File: config.mk
export PLATFORM = sky130hd
export DESIGN_NAME = tmr16_multi
export DESIGN_NICKNAME = d
export VERILOG_FILES = /design/src/rtl/tmr16_pkg.sv /design/src/rtl/tmr16_sync.sv /design/src/rtl/tmr16_prescale.sv /design/src/rtl/tmr16_core.sv /design/src/rtl/tmr16_multi.sv
export SDC_FILE = /design/constraint.sdc
export NUM_CORES = 1
export LEC_CHECK = 0
export ABC_CLOCK_PERIOD_IN_PS = 3150
export BUFFER_PORTS_ARGS = -buffer_cell sky130_fd_sc_hd__clkbuf_2
export CAP_MARGIN = 20
export CORE_ASPECT_RATIO = 0.8
export CORE_MARGIN = 10
export CORE_UTILIZATION = 40
export CTS_CLUSTER_DIAMETER = 150
export DETAILED_ROUTE_END_ITERATION = 16
export PLACE_DENSITY = 0.66
export SYNTH_ARGS = -nofsm -noshare
export SYNTH_HDL_FRONTEND = slang
export SYNTH_SLANG_ARGS = --single-unit
File: constraint.sdc
create_clock -name clk_i -period 3.15 [get_ports clk_i]
set_input_delay 0.315 -clock clk_i [delete_from_list [all_inputs] [get_ports clk_i]]
set_output_delay 0.315 -clock clk_i [all_outputs]
set_load 0.01 [all_outputs]
File: src/rtl/tmr16_pkg.sv
package tmr16_pkg;
  localparam int unsigned AW    = 3;
  localparam int unsigned CNT_W = 16;

  localparam logic [AW-1:0] A_CTRL  = 3'd0;
  localparam logic [AW-1:0] A_MODE  = 3'd1;
  localparam logic [AW-1:0] A_CNT_L = 3'd2;
  localparam logic [AW-1:0] A_CNT_H = 3'd3;
  localparam logic [AW-1:0] A_RLD_L = 3'd4;
  localparam logic [AW-1:0] A_RLD_H = 3'd5;

  localparam int unsigned OVF_BIT = 6;
  localparam int unsigned EXT_BIT = 7;

  typedef struct packed {
    logic rx_sel;
    logic tx_sel;
    logic ext_en;
    logic cap_mode;
    logic src_ext;
    logic run;
  } ctrl_t;

  typedef struct packed {
    logic clk_out_en;
    logic dir_en;
  } mode_t;
endpackage

File: src/rtl/tmr16_sync.sv
module tmr16_sync #(
  parameter int unsigned STAGES = 2
) (
  input  logic clk_i,
  input  logic rst_ni,
  input  logic pin_i,
  output logic lvl_o,
  output logic lvl_d_o
);
  logic [STAGES:0] sh_q;

  always_ff @(posedge clk_i or negedge rst_ni) begin
    if (!rst_ni) sh_q <= '0;
    else         sh_q <= {sh_q[STAGES-1:0], pin_i};
  end

  assign lvl_o   = sh_q[STAGES-1];
  assign lvl_d_o = sh_q[STAGES];
endmodule

File: src/rtl/tmr16_prescale.sv
module tmr16_prescale #(
  parameter int unsigned DIV = 4
) (
  input  logic clk_i,
  input  logic rst_ni,
  input  logic run_i,
  output logic tick_o
);
  localparam int unsigned PW = (DIV > 1) ? $clog2(DIV) : 1;
  localparam logic [PW-1:0] LAST = PW'(DIV - 1);

  logic [PW-1:0] pre_q;

  always_ff @(posedge clk_i or negedge rst_ni) begin
    if (!rst_ni)            pre_q <= '0;
    else if (!run_i)        pre_q <= '0;
    else if (pre_q == LAST) pre_q <= '0;
    else                    pre_q <= pre_q + 1'b1;
  end

  assign tick_o = run_i && (pre_q == LAST);
endmodule

File: src/rtl/tmr16_core.sv
module tmr16_core
  import tmr16_pkg::*;
(
  input  logic             clk_i,
  input  logic             rst_ni,
  input  logic             wr_i,
  input  logic [AW-1:0]    addr_i,
  input  logic [7:0]       wdata_i,
  input  logic             tick_i,
  input  logic             trig_fall_i,
  input  logic             trig_lvl_i,
  input  logic             cap_mode_i,
  input  logic             ext_en_i,
  input  logic             tx_sel_i,
  input  logic             rx_sel_i,
  input  logic             dir_en_i,
  input  logic             clk_out_en_i,
  output logic [CNT_W-1:0] cnt_o,
  output logic [CNT_W-1:0] rld_o,
  output logic             ovf_o,
  output logic             ext_o,
  output logic             tx_tick_o,
  output logic             rx_tick_o,
  output logic             clk_out_o
);
  localparam int unsigned NB = CNT_W / 8;
  localparam logic [CNT_W-1:0] ALL1 = '1;

  logic [CNT_W-1:0] cnt_q, cnt_d, rld_q, rld_d, cnt_wdat, rld_wdat;
  logic             ovf_q, ext_q, tx_q, rx_q, clk_out_q;
  logic             gen_mode, cap_act, ud_act, rl_act;
  logic             ext_evt, ext_rl, cnt_wr, rld_wr, ctrl_wr;
  logic             cnt_max, count_dn, wrap, gen_wrap;

  always_comb begin
    gen_mode = tx_sel_i || rx_sel_i || clk_out_en_i;
    cap_act  = !gen_mode && cap_mode_i;
    ud_act   = !gen_mode && !cap_mode_i && dir_en_i;
    rl_act   = !gen_mode && !cap_mode_i && !dir_en_i;
    ext_evt  = ext_en_i && trig_fall_i && !ud_act;
    ext_rl   = ext_evt && rl_act;
    ctrl_wr  = wr_i && (addr_i == A_CTRL);
  end

  // byte-lane write data
  always_comb begin
    cnt_wdat = cnt_q;
    rld_wdat = rld_q;
    cnt_wr   = 1'b0;
    rld_wr   = 1'b0;
    for (int b = 0; b < NB; b++) begin
      if (wr_i && addr_i == AW'(A_CNT_L + b)) begin
        cnt_wdat[b*8 +: 8] = wdata_i;
        cnt_wr = 1'b1;
      end
      if (wr_i && addr_i == AW'(A_RLD_L + b)) begin
        rld_wdat[b*8 +: 8] = wdata_i;
        rld_wr = 1'b1;
      end
    end
  end

  always_comb begin
    cnt_max  = (cnt_q == ALL1);
    count_dn = ud_act && !trig_lvl_i;
    wrap     = tick_i && !cnt_wr && !ext_rl &&
               (count_dn ? (cnt_q == rld_q) : cnt_max);
    gen_wrap = wrap && gen_mode;

    cnt_d = cnt_q;
    if (cnt_wr)      cnt_d = cnt_wdat;
    else if (ext_rl) cnt_d = rld_q;
    else if (tick_i) begin
      if (count_dn)     cnt_d = wrap ? ALL1 : cnt_q - 1'b1;
      else if (cnt_max) cnt_d = cap_act ? '0 : rld_q;
      else              cnt_d = cnt_q + 1'b1;
    end

    rld_d = rld_q;
    if (rld_wr)                  rld_d = rld_wdat;
    else if (ext_evt && cap_act) rld_d = cnt_q;
  end

  always_ff @(posedge clk_i or negedge rst_ni) begin
    if (!rst_ni) begin
      cnt_q     <= '0;
      rld_q     <= '0;
      ovf_q     <= 1'b0;
      ext_q     <= 1'b0;
      tx_q      <= 1'b0;
      rx_q      <= 1'b0;
      clk_out_q <= 1'b0;
    end else begin
      cnt_q <= cnt_d;
      rld_q <= rld_d;
      // hardware set wins over a same-cycle clear
      ovf_q <= (ctrl_wr ? wdata_i[OVF_BIT] : ovf_q) | (wrap && !gen_mode);
      ext_q <= (ctrl_wr ? wdata_i[EXT_BIT] : ext_q) | ext_evt;
      tx_q  <= gen_wrap && tx_sel_i;
      rx_q  <= gen_wrap && rx_sel_i;
      if (!clk_out_en_i) clk_out_q <= 1'b0;
      else if (gen_wrap) clk_out_q <= ~clk_out_q;
    end
  end

  assign cnt_o     = cnt_q;
  assign rld_o     = rld_q;
  assign ovf_o     = ovf_q;
  assign ext_o     = ext_q;
  assign tx_tick_o = tx_q;
  assign rx_tick_o = rx_q;
  assign clk_out_o = clk_out_q;


  reload_ovf_chk: assert property (@(posedge clk_i) disable iff (!rst_ni)
    (rl_act && tick_i && cnt_max && !cnt_wr && !ext_evt)
      |=> (ovf_q && cnt_q == $past(rld_q)));


  capture_chk: assert property (@(posedge clk_i) disable iff (!rst_ni)
    (cap_act && ext_evt && !rld_wr) |=> (ext_q && rld_q == $past(cnt_q)));


  down_wrap_chk: assert property (@(posedge clk_i) disable iff (!rst_ni)
    (ud_act && !trig_lvl_i && tick_i && !cnt_wr && cnt_q == rld_q)
      |=> (ovf_q && cnt_q == ALL1));


  baud_reload_chk: assert property (@(posedge clk_i) disable iff (!rst_ni)
    (gen_mode && tick_i && cnt_max && !cnt_wr && !ctrl_wr)
      |=> (cnt_q == $past(rld_q) && ovf_q == $past(ovf_q)));


  clk_out_chk: assert property (@(posedge clk_i) disable iff (!rst_ni)
    !$stable(clk_out_q) |-> ($past(gen_wrap) || !$past(clk_out_en_i)));


  ovf_sticky_chk: assert property (@(posedge clk_i) disable iff (!rst_ni)
    $fell(ovf_q) |-> $past(ctrl_wr));
endmodule

File: src/rtl/tmr16_multi.sv
module tmr16_multi
  import tmr16_pkg::*;
#(
  parameter int unsigned PRE_DIV   = 4,
  parameter int unsigned SYNC_STGS = 2
) (
  input  logic          clk_i,
  input  logic          rst_ni,
  input  logic          wr_en_i,
  input  logic [AW-1:0] addr_i,
  input  logic [7:0]    wdata_i,
  output logic [7:0]    rdata_o,
  input  logic          cnt_pin_i,
  input  logic          trig_pin_i,
  output logic          ovf_flag_o,
  output logic          ext_flag_o,
  output logic          tx_tick_o,
  output logic          rx_tick_o,
  output logic          clk_out_o
);
  localparam int unsigned NPIN = 2;

  ctrl_t            ctrl_q;
  mode_t            mode_q;
  logic [NPIN-1:0]  pins, lvl, lvl_d, fall;
  logic             pre_tick, tick;
  logic [CNT_W-1:0] cnt, rld;

  always_ff @(posedge clk_i or negedge rst_ni) begin
    if (!rst_ni) begin
      ctrl_q <= '0;
      mode_q <= '0;
    end else if (wr_en_i) begin
      if (addr_i == A_CTRL) ctrl_q <= ctrl_t'(wdata_i[$bits(ctrl_t)-1:0]);
      if (addr_i == A_MODE) mode_q <= mode_t'(wdata_i[$bits(mode_t)-1:0]);
    end
  end

  // pin 0: count source, pin 1: trigger / direction
  assign pins = {trig_pin_i, cnt_pin_i};

  for (genvar g = 0; g < NPIN; g++) begin : g_sync
    tmr16_sync #(.STAGES(SYNC_STGS)) u_sync (
      .clk_i  (clk_i),
      .rst_ni (rst_ni),
      .pin_i  (pins[g]),
      .lvl_o  (lvl[g]),
      .lvl_d_o(lvl_d[g])
    );
    assign fall[g] = lvl_d[g] & ~lvl[g];
  end

  tmr16_prescale #(.DIV(PRE_DIV)) u_pre (
    .clk_i (clk_i),
    .rst_ni(rst_ni),
    .run_i (ctrl_q.run),
    .tick_o(pre_tick)
  );

  assign tick = ctrl_q.run && (ctrl_q.src_ext ? fall[0] : pre_tick);

  tmr16_core u_core (
    .clk_i       (clk_i),
    .rst_ni      (rst_ni),
    .wr_i        (wr_en_i),
    .addr_i      (addr_i),
    .wdata_i     (wdata_i),
    .tick_i      (tick),
    .trig_fall_i (fall[1]),
    .trig_lvl_i  (lvl[1]),
    .cap_mode_i  (ctrl_q.cap_mode),
    .ext_en_i    (ctrl_q.ext_en),
    .tx_sel_i    (ctrl_q.tx_sel),
    .rx_sel_i    (ctrl_q.rx_sel),
    .dir_en_i    (mode_q.dir_en),
    .clk_out_en_i(mode_q.clk_out_en),
    .cnt_o       (cnt),
    .rld_o       (rld),
    .ovf_o       (ovf_flag_o),
    .ext_o       (ext_flag_o),
    .tx_tick_o   (tx_tick_o),
    .rx_tick_o   (rx_tick_o),
    .clk_out_o   (clk_out_o)
  );

  always_comb begin
    unique case (addr_i)
      A_CTRL:  rdata_o = {ext_flag_o, ovf_flag_o, ctrl_q};
      A_MODE:  rdata_o = {6'd0, mode_q};
      A_CNT_L: rdata_o = cnt[7:0];
      A_CNT_H: rdata_o = cnt[15:8];
      A_RLD_L: rdata_o = rld[7:0];
      A_RLD_H: rdata_o = rld[15:8];
      default: rdata_o = 8'd0;
    endcase
  end


  cnt_write_prio_chk: assert property (@(posedge clk_i) disable iff (!rst_ni)
    (wr_en_i && addr_i == A_CNT_L) |=> (cnt[7:0] == $past(wdata_i)));
endmodule

# Word-level counts from Yosys, hierarchy flattened
# Index checks and enable logic that the tools add are counted.
[word_totals]
reg_bits = 53
in_bits = 16
[classes]
n_addsub = 3
eq_ne = 13
mux = 26
n_bitwise = 7
n_reduce_logical = 41
[ops]
columns = ["op", "count"]
rows = [
  ["$mux 16", 9],
  ["$pmux 8 s6", 1],
  ["$mux 8", 4],
  ["$logic_and 1x1->1", 23],
  ["$add 16x1->16 const B", 1],
  ["$eq 16x16->1", 1],
  ["$eq 16x16->1 const B", 1],
  ["$sub 16x1->16 const B", 1],
  ["$reduce_and 2->1", 6],
  ["$mux 1", 10],
  ["$ne 2x2->1 const B", 4],
  ["$logic_not 1->1", 7],
  ["$eq 3x2->1 const B", 2],
  ["$eq 3x3->1 const B", 2],
  ["$mux 2", 2],
  ["$eq 3x1->1 const B", 1],
  ["$logic_not 3->1", 1],
  ["$not 1->1", 3],
  ["$reduce_bool 3->1", 1],
  ["$add 2x1->2 const B", 1],
  ["$and 1x1->1", 2],
  ["$eq 2x2->1 const B", 1],
  ["$logic_or 1x1->1", 2],
  ["$ne 2x1->1 const B", 1],
  ["2 further kinds", 3],
]

# Logic depth before layout (Yosys ltp)
# Gate-level depths: netlist of run 1.
[depth]
word_depth = 16
ltp_mapped = 10
depth_no_buf = 8

# Hierarchy
# From an unflattened synthesis of run 1, not the netlist that was laid out.
[hier_totals]
cells_unflattened = 464
hier_area_um2 = 4103.9
[by_module_without_submodules]
columns = ["module", "instances", "cells_each", "area_each_um2"]
rows = [
  ["tmr16_core", 1, 393, 3195.6],
  ["tmr16_multi", 1, 59, 669.4],
  ["tmr16_sync", 2, 3, 75.1],
  ["tmr16_prescale", 1, 6, 88.8],
]

# Worst setup path after synthesis of run 1
# No wires, ideal clock.
[synth_path]
kind = "register to register"
startpoint = "register ctrl_q[5] (netlist name)"
endpoint = "register u_core.cnt_q[4] (netlist: u_core.cnt_o[4])"
setup_ns = 0.126
t_arrival_ns = 2.190
setup_slack_ns = 0.834
path_stages_with_launch = 7
n_path_buf = 0
period_less_slack_ns = 2.316
cell_sequence = "dfrtp_1 -> or4_4 -> or3_1 -> and3_1 -> a21oi_2 -> nand3_1 -> a221o_1"
[synth_via]
elab_chain_len = 16
word_cells_on_any_way = 24
cone_classes = "mux: 8; reduce/logical: 16"
[synth_lines]
columns = ["element", "line", "text"]
rows = [
  ["from (decl)", "tmr16_multi.sv:23", "ctrl_t ctrl_q;"],
  ["from (signal assigned)", "tmr16_multi.sv:34", "if (addr_i == A_CTRL) ctrl_q <= ctrl_t'(wdata_i[$bits(ctrl_t)-1:0]);"],
  ["$logic_or 1x1->1 * (2 in series)", "tmr16_core.sv:36", "gen_mode = tx_sel_i || rx_sel_i || clk_out_en_i;"],
  ["$logic_not 1->1 *", "tmr16_core.sv:37, tmr16_core.sv:38, tmr16_core.sv:39", ""],
  ["$logic_and 1x1->1", "tmr16_core.sv:38, tmr16_core.sv:39", ""],
  ["$logic_and 1x1->1", "tmr16_core.sv:38", "ud_act = !gen_mode && !cap_mode_i && dir_en_i;"],
  ["$logic_not 1->1", "tmr16_core.sv:40", "ext_evt = ext_en_i && trig_fall_i && !ud_act;"],
  ["$logic_and 1x1->1", "tmr16_core.sv:40", ""],
  ["$logic_and 1x1->1", "tmr16_core.sv:41", "ext_rl = ext_evt && rl_act;"],
  ["$logic_not 1->1", "tmr16_core.sv:66", "wrap = tick_i && !cnt_wr && !ext_rl &&"],
  ["$logic_and 1x1->1 (2 in series)", "tmr16_core.sv:66", ""],
  ["$mux 16 (2 in series)", "tmr16_core.sv:74", "if (count_dn) cnt_d = wrap ? ALL1 : cnt_q - 1'b1;"],
  ["$mux 16", "tmr16_core.sv:73", "else if (tick_i) begin"],
  ["$mux 16", "tmr16_core.sv:72", "else if (ext_rl) cnt_d = rld_q;"],
  ["$mux 16", "tmr16_core.sv:71", "if (cnt_wr) cnt_d = cnt_wdat;"],
  ["to (signal assigned)", "tmr16_core.sv:94", "cnt_q <= cnt_d;"],
  ["to (decl)", "tmr16_core.sv:29", "logic [CNT_W-1:0] cnt_q, cnt_d, rld_q, rld_d, cnt_wdat, rld_wdat;"],
]
# Mark *: on every way between the ends. The rest lies on a longest branch, timed or not. The select of a mux whose other input is x is not followed.
# A chain may end at the register's enable or synchronous reset.

# Worst setup path in the final report of run 1
# Ends and elaborated chain as after synthesis.

==> summary.md, run 1 <==
| Metric | Value |
|---|---|
| Combinational cell fraction of total power | 47.6% |
| Pwr Density | 788.8 nW/um^2 |
| Post-Route WL | 15040 um |
| Worst Max-Slew Pin Slew | 1066 ps |
| Clock tree from TritonCTS | yes |
| Vias per Instance | 6.371 |
| Power Internal | 0.001947 W |
| Cell count of the worst hold path | 1 |
| CP startpoint kind | flip-flop |
| CP Launch Point | ctrl_q[5] |
| Sink Count | 53 |
| FF-to-FF End | u_core.cnt_o[4] |
| Met2 usage | 29.50% |
| Met3 usage | 5.653% |
| Initial Utilization | 41.06% |
| Worst Reg2Reg Path Length in Cells | 6 |
| Number of clock buffers inserted by TritonCTS | 5 |
| Number of filler cells placed in the layout | 960 |
| Switching pwr | 0.001660 W |
| Post-Syn Nets | 501 |
| Switching Fraction | 46.01% |
| Final routed DRC violation total | 0 |
| Synth Flop Type | sky130_fd_sc_hd__dfrtp_1 |
| Yosys warning count | 0 |
| Gp weighted congestion | 1.020 |
| Reg clk slew, reported paths | 80 ps |
| ANT nets after route | 0 |
| Busiest layer in global routing | met2 |
| Cell area after technology mapping | 3979 sq um |
| Ports placed on the boundary | 29 |
| Number of levels in the clock H-tree | 2 |
| Dpl hpwl | 11100 um |
| Via count of the first global-routing pass | 4024 |
| Antenna Cells | 0 |
| Worst max-slew margin expressed relative to the limit | 28.64% |
| Fraction of layout cells with a size suffix above 1 | 18.09% |
| Average wire per standard cell | 23.14 um |
| Post-Route Setup TNS | 0 ps |
| Die Ht | 109.2 um |
| Via Count | 4141 |
| Syn Area/Cell | 8.255 sq um |
| Number of failing setup endpoints in the final timing report | 0 |
| Signed area change from the synthesized netlist to the final layout | 14.94% |
| Initial DRC count | 600 |
| Hold Fails Final Rpt | 0 |
| Number of standard-cell rows in the floorplan | 32 |
| Top library cells by usage in the layout, fill and taps aside | sky130_fd_sc_hd__dfrtp_1 (53), sky130_fd_sc_hd__a21oi_1 (47), sky130_fd_sc_hd__nand2_1 (42) |
| Final instance area | 4573 sq um |
| Distinct cell type count of the synthesized netlist | 66 |
| Top achievable clock speed | 386.4 MHz |
| Clk network pwr share | 16.5% |
| Cell area after placement | 4389 sq um |
| Final Slew Violations | 0 |
| Worst-case hold path end point | g_sync[0].u_sync.sh_q[0] |
| Unrepaired setup endpoints after global routing | no |
| Data arrival time at the worst-slack endpoint | 2780 ps |
| Clock Latency Late Sink | 300 ps |
| Pin count of the biggest net entering global routing | 41 |
| Worst vdd ir | 353.2 uV |
| Most frequent standard cell in the layout excluding fill and tap cells | sky130_fd_sc_hd__dfrtp_1 |
| Required arrival time at the worst endpoint | 3340 ps |
| Final Cycle Share | 82.16% |
| LEAKAGE | 1.849 nW |
| Worst Setup Path Type | reg -> reg |
| Final critical delay including setup and external delays | 2588 ps |
| Type of the most critical hold path | in -> reg |
| All-Layer GR Usage | 20.44% |
| I/O Buffers | 28 |
| Largest fanout of any net on the critical path | 8 |
| Residual overflow from global routing | 0 |
| Router iterations before antenna repair | 5 |
| Flip-flop and latch count after synthesis | 53 |
| Post-route clock skew | 6.715 ps |
| Area of the core region | 9689 sq um |
| Multi-input gate area in the final layout | 2475 sq um |
| FF-to-FF Start | ctrl_q[5] |
| Final worst slack | 561.8 ps |
| Horizontal die dimension | 131.5 um |
| Max Root-Sink Buffers | 2 |
| Full die area | 14360 sq um |
| Register area share after synthesis | 33.33% |
| Antenna violations before repair | 0 |
| Share of flip-flops with an asynchronous set or reset after synthesis | 100.0% |
| Setup WS pre-CTS | 611.4 ps |
| Gate Count Post-Synth | 482 |
| Root buffer cell | sky130_fd_sc_hd__clkbuf_16 |
| Met1 global-route usage | 28.74% |
| Outcome | completed |
| Storage element area | 1326 sq um |
| Hold wc startpoint | cnt_pin_i |
| Worst Setup End Kind | flip-flop |
| EDFF count, synth | 0 |
| First-pass GRT wire length | 23290 um |
| Flop pwr share | 36.0% |
| Worst reg2reg setup slack | 560 ps |
| Number of nets in the final layout | 532 |
| Max cap viols | 0 |
[cells in the mapped netlist (6+ instances only)]
library cell               instances  area (sq um)
sky130_fd_sc_hd__mux2i_1          13         130.1
sky130_fd_sc_hd__nand4_1          10         62.56
sky130_fd_sc_hd__clkbuf_1         34         127.6
sky130_fd_sc_hd__nand2_1          42         157.7
sky130_fd_sc_hd__and3_1           12         75.07
sky130_fd_sc_hd__nand3_1          17         85.08
sky130_fd_sc_hd__xnor2_1          28         245.2
sky130_fd_sc_hd__nor2_1           40         150.1
sky130_fd_sc_hd__o22ai_1           7         43.79
sky130_fd_sc_hd__nor3_1           12         60.06
sky130_fd_sc_hd__a21oi_1          47         235.2
sky130_fd_sc_hd__inv_1             6         22.52
sky130_fd_sc_hd__o21ai_0          22         110.1
sky130_fd_sc_hd__a221oi_1          9         78.83
sky130_fd_sc_hd__mux2_2           10         112.6
sky130_fd_sc_hd__dfrtp_1          53          1326
[metal layers]
metal	up-vias	part of all wire [%]
li1	1855	-
met1	1996	45
met2	260	42
met3	30	11
met4	0	2.1
met5	-	0
[critical path, cell delays in order (launching register included)]
cell,delay [ps]
sky130_fd_sc_hd__dfrtp_1,430
sky130_fd_sc_hd__or4_4,590
sky130_fd_sc_hd__or3_1,380
sky130_fd_sc_hd__and3_1,220
sky130_fd_sc_hd__a21oi_2,400
sky130_fd_sc_hd__nand3_1,130
sky130_fd_sc_hd__a221o_1,320
[how the worst max path moves through the flow]
stage | endpoint | depth (start not counted)
finish | u_core.cnt_o[4] | 6
global route | u_core.rld_o[14] | 6
global placement | u_core.cnt_o[5] | 6
detailed placement | u_core.cnt_o[4] | 6
CTS | u_core.cnt_o[4] | 6
floorplan | u_core.cnt_o[4] | 6
[final cells by class]
| class | count | share of cell area [%] |
|---|---|---|
| Multi-Input combinational cell | 383 | 54.12 |
| Inverter | 6 | 0.4925 |
| Clock buffer | 5 | 2.736 |
| Timing Repair Buffer | 64 | 9.302 |
| Clock inverter | 3 | 0.6293 |
| Sequential cell | 53 | 29.00 |
| Tap cell | 136 | 3.721 |
[logic make-up (layout without fill, tap and decap cells)]
group                    count (synthesis)  in the layout  synth area share [%]
AND/OR/NAND/NOR                        173            173                 23.02
XOR/XNOR                                32             32                 7.044
adder cells (fa/ha/maj)                  3              3                0.9435
multiplexers                            23             23                 6.101
flip-flops                              53             53                 33.33
AO/OA/AOI/OAI                          152            152                 24.97
buffers and inverters                   46             78                 4.591
[flip-flops by register name (all words and copies together), names as in the netlist]
| name | cells |
|---|---|
| u_core.clk_out_o | 1 |
| ctrl_q | 6 |
| u_core.ovf_o | 1 |
| mode_q | 2 |
| u_core.cnt_o | 16 |
| u_pre.pre_q | 2 |
| u_core.rld_o | 16 |
| u_core.ext_o | 1 |
| u_core.rx_tick_o | 1 |
| u_core.tx_tick_o | 1 |
| g_sync.u_sync.sh_q | 6 |
[stage by stage]
stage,utilization (%),std cells,hold slack (ps),power (W)
after global routing,47.20,650,106.9,0.003803
after detailed placement,45.30,640,337.0,0.002950
after floorplan,-,482,19.41,0.002305
after global placement,45.30,640,345.2,0.002924
final,47.20,650,113.2,0.003607
after CTS,46.89,648,108.4,0.003547
[repair_timing]
action / CTS / global route
gates resized for setup: 0 / 0
hold endpoints to repair: 0 / 5
setup buffers: 0 / 0
endpoints found under the setup margin: 0 / 0
hold buffers: 0 / 1
[power by group through the flow]
| stage | logic (W) | registers, W | clock network [W] |
|---|---|---|---|
| 2_1_floorplan | 0.00123 | 0.00107 | 0 |
| 3_3_place_gp | 0.00165 | 0.00128 | 0 |
| 5_1_grt | 0.00186 | 0.00132 | 0.000626 |
| 4_1_cts | 0.00168 | 0.00127 | 0.000602 |
| 6_report | 0.00172 | 0.00130 | 0.000594 |
| 3_5_place_dp | 0.00167 | 0.00128 | 0 |
(Power assumes the default switching activity.)
==> run 2: changes to the inputs <==
--- a/config.mk
+++ b/config.mk
@@ -5,7 +5,7 @@
 export SDC_FILE = /design/constraint.sdc
 export NUM_CORES = 1
 export LEC_CHECK = 0
-export ABC_CLOCK_PERIOD_IN_PS = 3150
+export ABC_CLOCK_PERIOD_IN_PS = 2080
 export BUFFER_PORTS_ARGS = -buffer_cell sky130_fd_sc_hd__clkbuf_2
 export CAP_MARGIN = 20
 export CORE_ASPECT_RATIO = 0.8
@@ -13,7 +13,7 @@
 export CORE_UTILIZATION = 40
 export CTS_CLUSTER_DIAMETER = 150
 export DETAILED_ROUTE_END_ITERATION = 16
-export PLACE_DENSITY = 0.66
+export PLACE_DENSITY = 0.68
 export SYNTH_ARGS = -nofsm -noshare
 export SYNTH_HDL_FRONTEND = slang
 export SYNTH_SLANG_ARGS = --single-unit
==> constraint.sdc (replaced) <==
create_clock -name clk_i -period 2.08 [get_ports clk_i]
set_input_delay 0.208 -clock clk_i [delete_from_list [all_inputs] [get_ports clk_i]]
set_output_delay 0.208 -clock clk_i [all_outputs]
set_load 0.01 [all_outputs]
==> run 2 against run 1 <==
The run now ends with negative setup slack left. Critical path depth unchanged. Largest power group unchanged. Register-to-register slack got worse by 800 ps. Critical endpoint is now u_core.cnt_o[15]. Flip-flop and latch count unchanged. Hold slack got worse by 110 ps. First-iteration DRC count decreased by 7.0%. Cell area increased by 26%. Sequential power increased by 28%. Sequential share of layout area decreased by 5.9 points. Non-clock buffer count increased by 99. Highest routed layer unchanged.
==> summary.md, run 2 (same netlist as run 1, synthesis figures left out) <==
| Metric | Value |
|---|---|
| Outcome | complete, but fails checks (was completed) |
| Failing checks | negative setup slack |
| Initial Utilization | 41.06% (unchanged) |
| Number of filler cells placed in the layout | 894 (was 960) |
| Worst max-slew margin expressed relative to the limit | 51.82% (was 28.64%) |
| Most frequent standard cell in the layout excluding fill and tap cells | sky130_fd_sc_hd__buf_4 (was sky130_fd_sc_hd__dfrtp_1) |
| FF-to-FF Start | u_core.cnt_o[6] (was ctrl_q[5]) |
| Pin count of the biggest net entering global routing | 54 (was 41) |
| Pwr Density | 1171 nW/um^2 (was 788.8 nW/um^2) |
| Final critical delay including setup and external delays | 2322 ps (was 2588 ps) |
| Final Slew Violations | 0 (unchanged) |
| Number of clock buffers inserted by TritonCTS | 5 (unchanged) |
| Dpl hpwl | 12620 um (was 11100 um) |
| Type of the most critical hold path | in -> reg (unchanged) |
| Flop pwr share | 24.7% (was 36.0%) |
| Horizontal die dimension | 131.5 um (unchanged) |
| Top library cells by usage in the layout, fill and taps aside | sky130_fd_sc_hd__buf_4 (113), sky130_fd_sc_hd__dfrtp_1 (53), sky130_fd_sc_hd__nand2_1 (40) (was sky130_fd_sc_hd__dfrtp_1 (53), sky130_fd_sc_hd__a21oi_1 (47), sky130_fd_sc_hd__nand2_1 (42)) |
| Gp weighted congestion | 1.029 (was 1.020) |
| Storage element area | 1326 sq um (unchanged) |
| Via Count | 4584 (was 4141) |
| CP Launch Point | u_core.cnt_o[6] (was ctrl_q[5]) |
| Worst reg2reg setup slack | -240 ps (was 560 ps) |
| Cell count of the worst hold path | 1 (unchanged) |
| Clk network pwr share | 13.9% (was 16.5%) |
| Worst-case hold path end point | g_sync[1].u_sync.sh_q[0] (was g_sync[0].u_sync.sh_q[0]) |
| Max cap viols | 0 (unchanged) |
| Router iterations before antenna repair | 6 (was 5) |
| Average wire per standard cell | 22.40 um (was 23.14 um) |
| Root buffer cell | sky130_fd_sc_hd__clkbuf_16 (unchanged) |
| Die Ht | 109.2 um (unchanged) |
| CP startpoint kind | flip-flop (unchanged) |
| Clock Latency Late Sink | 310 ps (was 300 ps) |
| Max Root-Sink Buffers | 2 (unchanged) |
| Worst Reg2Reg Path Length in Cells | 6 (unchanged) |
| Fraction of layout cells with a size suffix above 1 | 39.97% (was 18.09%) |
| Antenna Cells | 0 (unchanged) |
| Post-Route Setup TNS | -2410 ps (was 0 ps) |
| Vias per Instance | 6.120 (was 6.371) |
| Combinational cell fraction of total power | 61.4% (was 47.6%) |
| Antenna violations before repair | 0 (unchanged) |
| Number of standard-cell rows in the floorplan | 32 (unchanged) |
| Via count of the first global-routing pass | 4499 (was 4024) |
| Post-Route WL | 16780 um (was 15040 um) |
| Clock tree from TritonCTS | yes (unchanged) |
| I/O Buffers | 28 (unchanged) |
| Number of nets in the final layout | 631 (was 532) |
| Reg clk slew, reported paths | 80 ps (about the same) |
| Switching Fraction | 43.90% (was 46.01%) |
| Unrepaired setup endpoints after global routing | yes (was no) |
| Final worst slack | -241.5 ps (was 561.8 ps) |
| Worst Setup End Kind | flip-flop (unchanged) |
| Top achievable clock speed | 430.8 MHz (was 386.4 MHz) |
| Area of the core region | 9689 sq um (unchanged) |
| First-pass GRT wire length | 25670 um (was 23290 um) |
| Worst Setup Path Type | reg -> reg (unchanged) |
| Multi-input gate area in the final layout | 2829 sq um (was 2475 sq um) |
| Worst vdd ir | 595.5 uV (was 353.2 uV) |
| Final Cycle Share | 111.6% (was 82.16%) |
| Initial DRC count | 558 (was 600) |
| Full die area | 14360 sq um (unchanged) |
| Ports placed on the boundary | 29 (unchanged) |
| Signed area change from the synthesized netlist to the final layout | 44.28% (was 14.94%) |
| Residual overflow from global routing | 0 (unchanged) |
| Non-filler instance count after layout | 749 (was 650) |
| LEAKAGE | 2.463 nW (was 1.849 nW) |
| Sink Count | 53 (unchanged) |
| Data arrival time at the worst-slack endpoint | 2560 ps (was 2780 ps) |
| Worst Max-Slew Pin Slew | 722.7 ps (was 1066 ps) |
| ANT nets after route | 0 (unchanged) |
| Largest fanout of any net on the critical path | 3 (was 8) |
| Hold wc startpoint | trig_pin_i (was cnt_pin_i) |
| Required arrival time at the worst endpoint | 2320 ps (was 3340 ps) |
| Switching pwr | 0.002951 W (was 0.001660 W) |
| FF-to-FF End | u_core.cnt_o[15] (was u_core.cnt_o[4]) |
| Post-route clock skew | 8.315 ps (was 6.715 ps) |
| Number of failing setup endpoints in the final timing report | 17 (was 0) |
| Final routed DRC violation total | 0 (unchanged) |
| Hold Fails Final Rpt | 0 (unchanged) |
| Power Internal | 0.003770 W (was 0.001947 W) |
| All-Layer GR Usage | 22.82% (was 20.44%) |
| Number of levels in the clock H-tree | 2 (unchanged) |
| Placed cell count | 725 (was 640) |
run 2: cell count changes in the layout (fill, tap and decap cells not counted), sizes merged:
cell | before | now
clkbuf | 33 | 32
buf | 35 | 135
run 2: critical path, stage by stage (launching register included):
cell and delay [ps]:
sky130_fd_sc_hd__dfrtp_1 410, sky130_fd_sc_hd__or4_4 520, sky130_fd_sc_hd__or4b_4 600, sky130_fd_sc_hd__nor4_4 190, sky130_fd_sc_hd__xnor2_1 100, sky130_fd_sc_hd__a211o_1 300
sky130_fd_sc_hd__a21oi_2 140
run 2: through the flow:
step                area [sq um]  total power (W)  util, %  setup slack (ps)  hold slack, ps
global placement            5079         0.005162    52.41            -328.2           318.8
detailed placement          5079         0.005176    52.41            -308.9           318.1
finish                      5741         0.006721    59.25            -241.5           2.382
floorplan                   4048         0.003527        -            -165.9          -87.59
CTS                         5565         0.006392    57.44            -207.0           1.390
global route                5741         0.007044    59.25            -291.8          -3.631
run 2: power by group through the flow:
stage | logic [W] | clock network [W] | registers, W
2_1_floorplan | 0.00190 | 0 | 0.00162
3_3_place_gp | 0.00352 | 0 | 0.00165
3_5_place_dp | 0.00352 | 0 | 0.00165
4_1_cts | 0.00381 | 0.000937 | 0.00165
5_1_grt | 0.00437 | 0.000977 | 0.00170
6_report | 0.00412 | 0.000936 | 0.00166
run 2: per-layer routing:
metal,global-route usage (%),routed length [um],vias to the layer above
met1,31.05,7339,2187
met4,8.241,508,0
met2,35.09,7213,284
met5,0,0,-
met3,4.963,1717,52
li1,-,-,2061
run 2: final cells by class:
type / count / area share, %
flip-flops and latches: 53 / 23.10
repair buffers: 163 / 21.58
well taps: 136 / 2.964
clock buffers: 5 / 2.180
multi-input cells: 383 / 49.28
inverters: 6 / 0.3923
clock inverters: 3 / 0.5013
run 2: how the worst max path moves through the flow:
| stage | slack [ps] | end |
|---|---|---|
| after floorplan | -170 | u_core.cnt_o[4] |
| after global placement | -330 | u_core.cnt_o[5] |
| after detailed placement | -310 | u_core.cnt_o[5] |
| after CTS | -210 | u_core.cnt_o[13] |
| after global routing | -290 | u_core.cnt_o[15] |
| final | -240 | u_core.cnt_o[15] |
run 2: repair_timing:
item / CTS / global route
setup buffers: 11 / 5
pin swaps: 16 / 33
setup endpoints to repair: 20 / 37
hold buffers: 0 / 1
endpoints found under the hold margin: 0 / 1
cloned: 0 / 1
resized for setup: 56 / 36
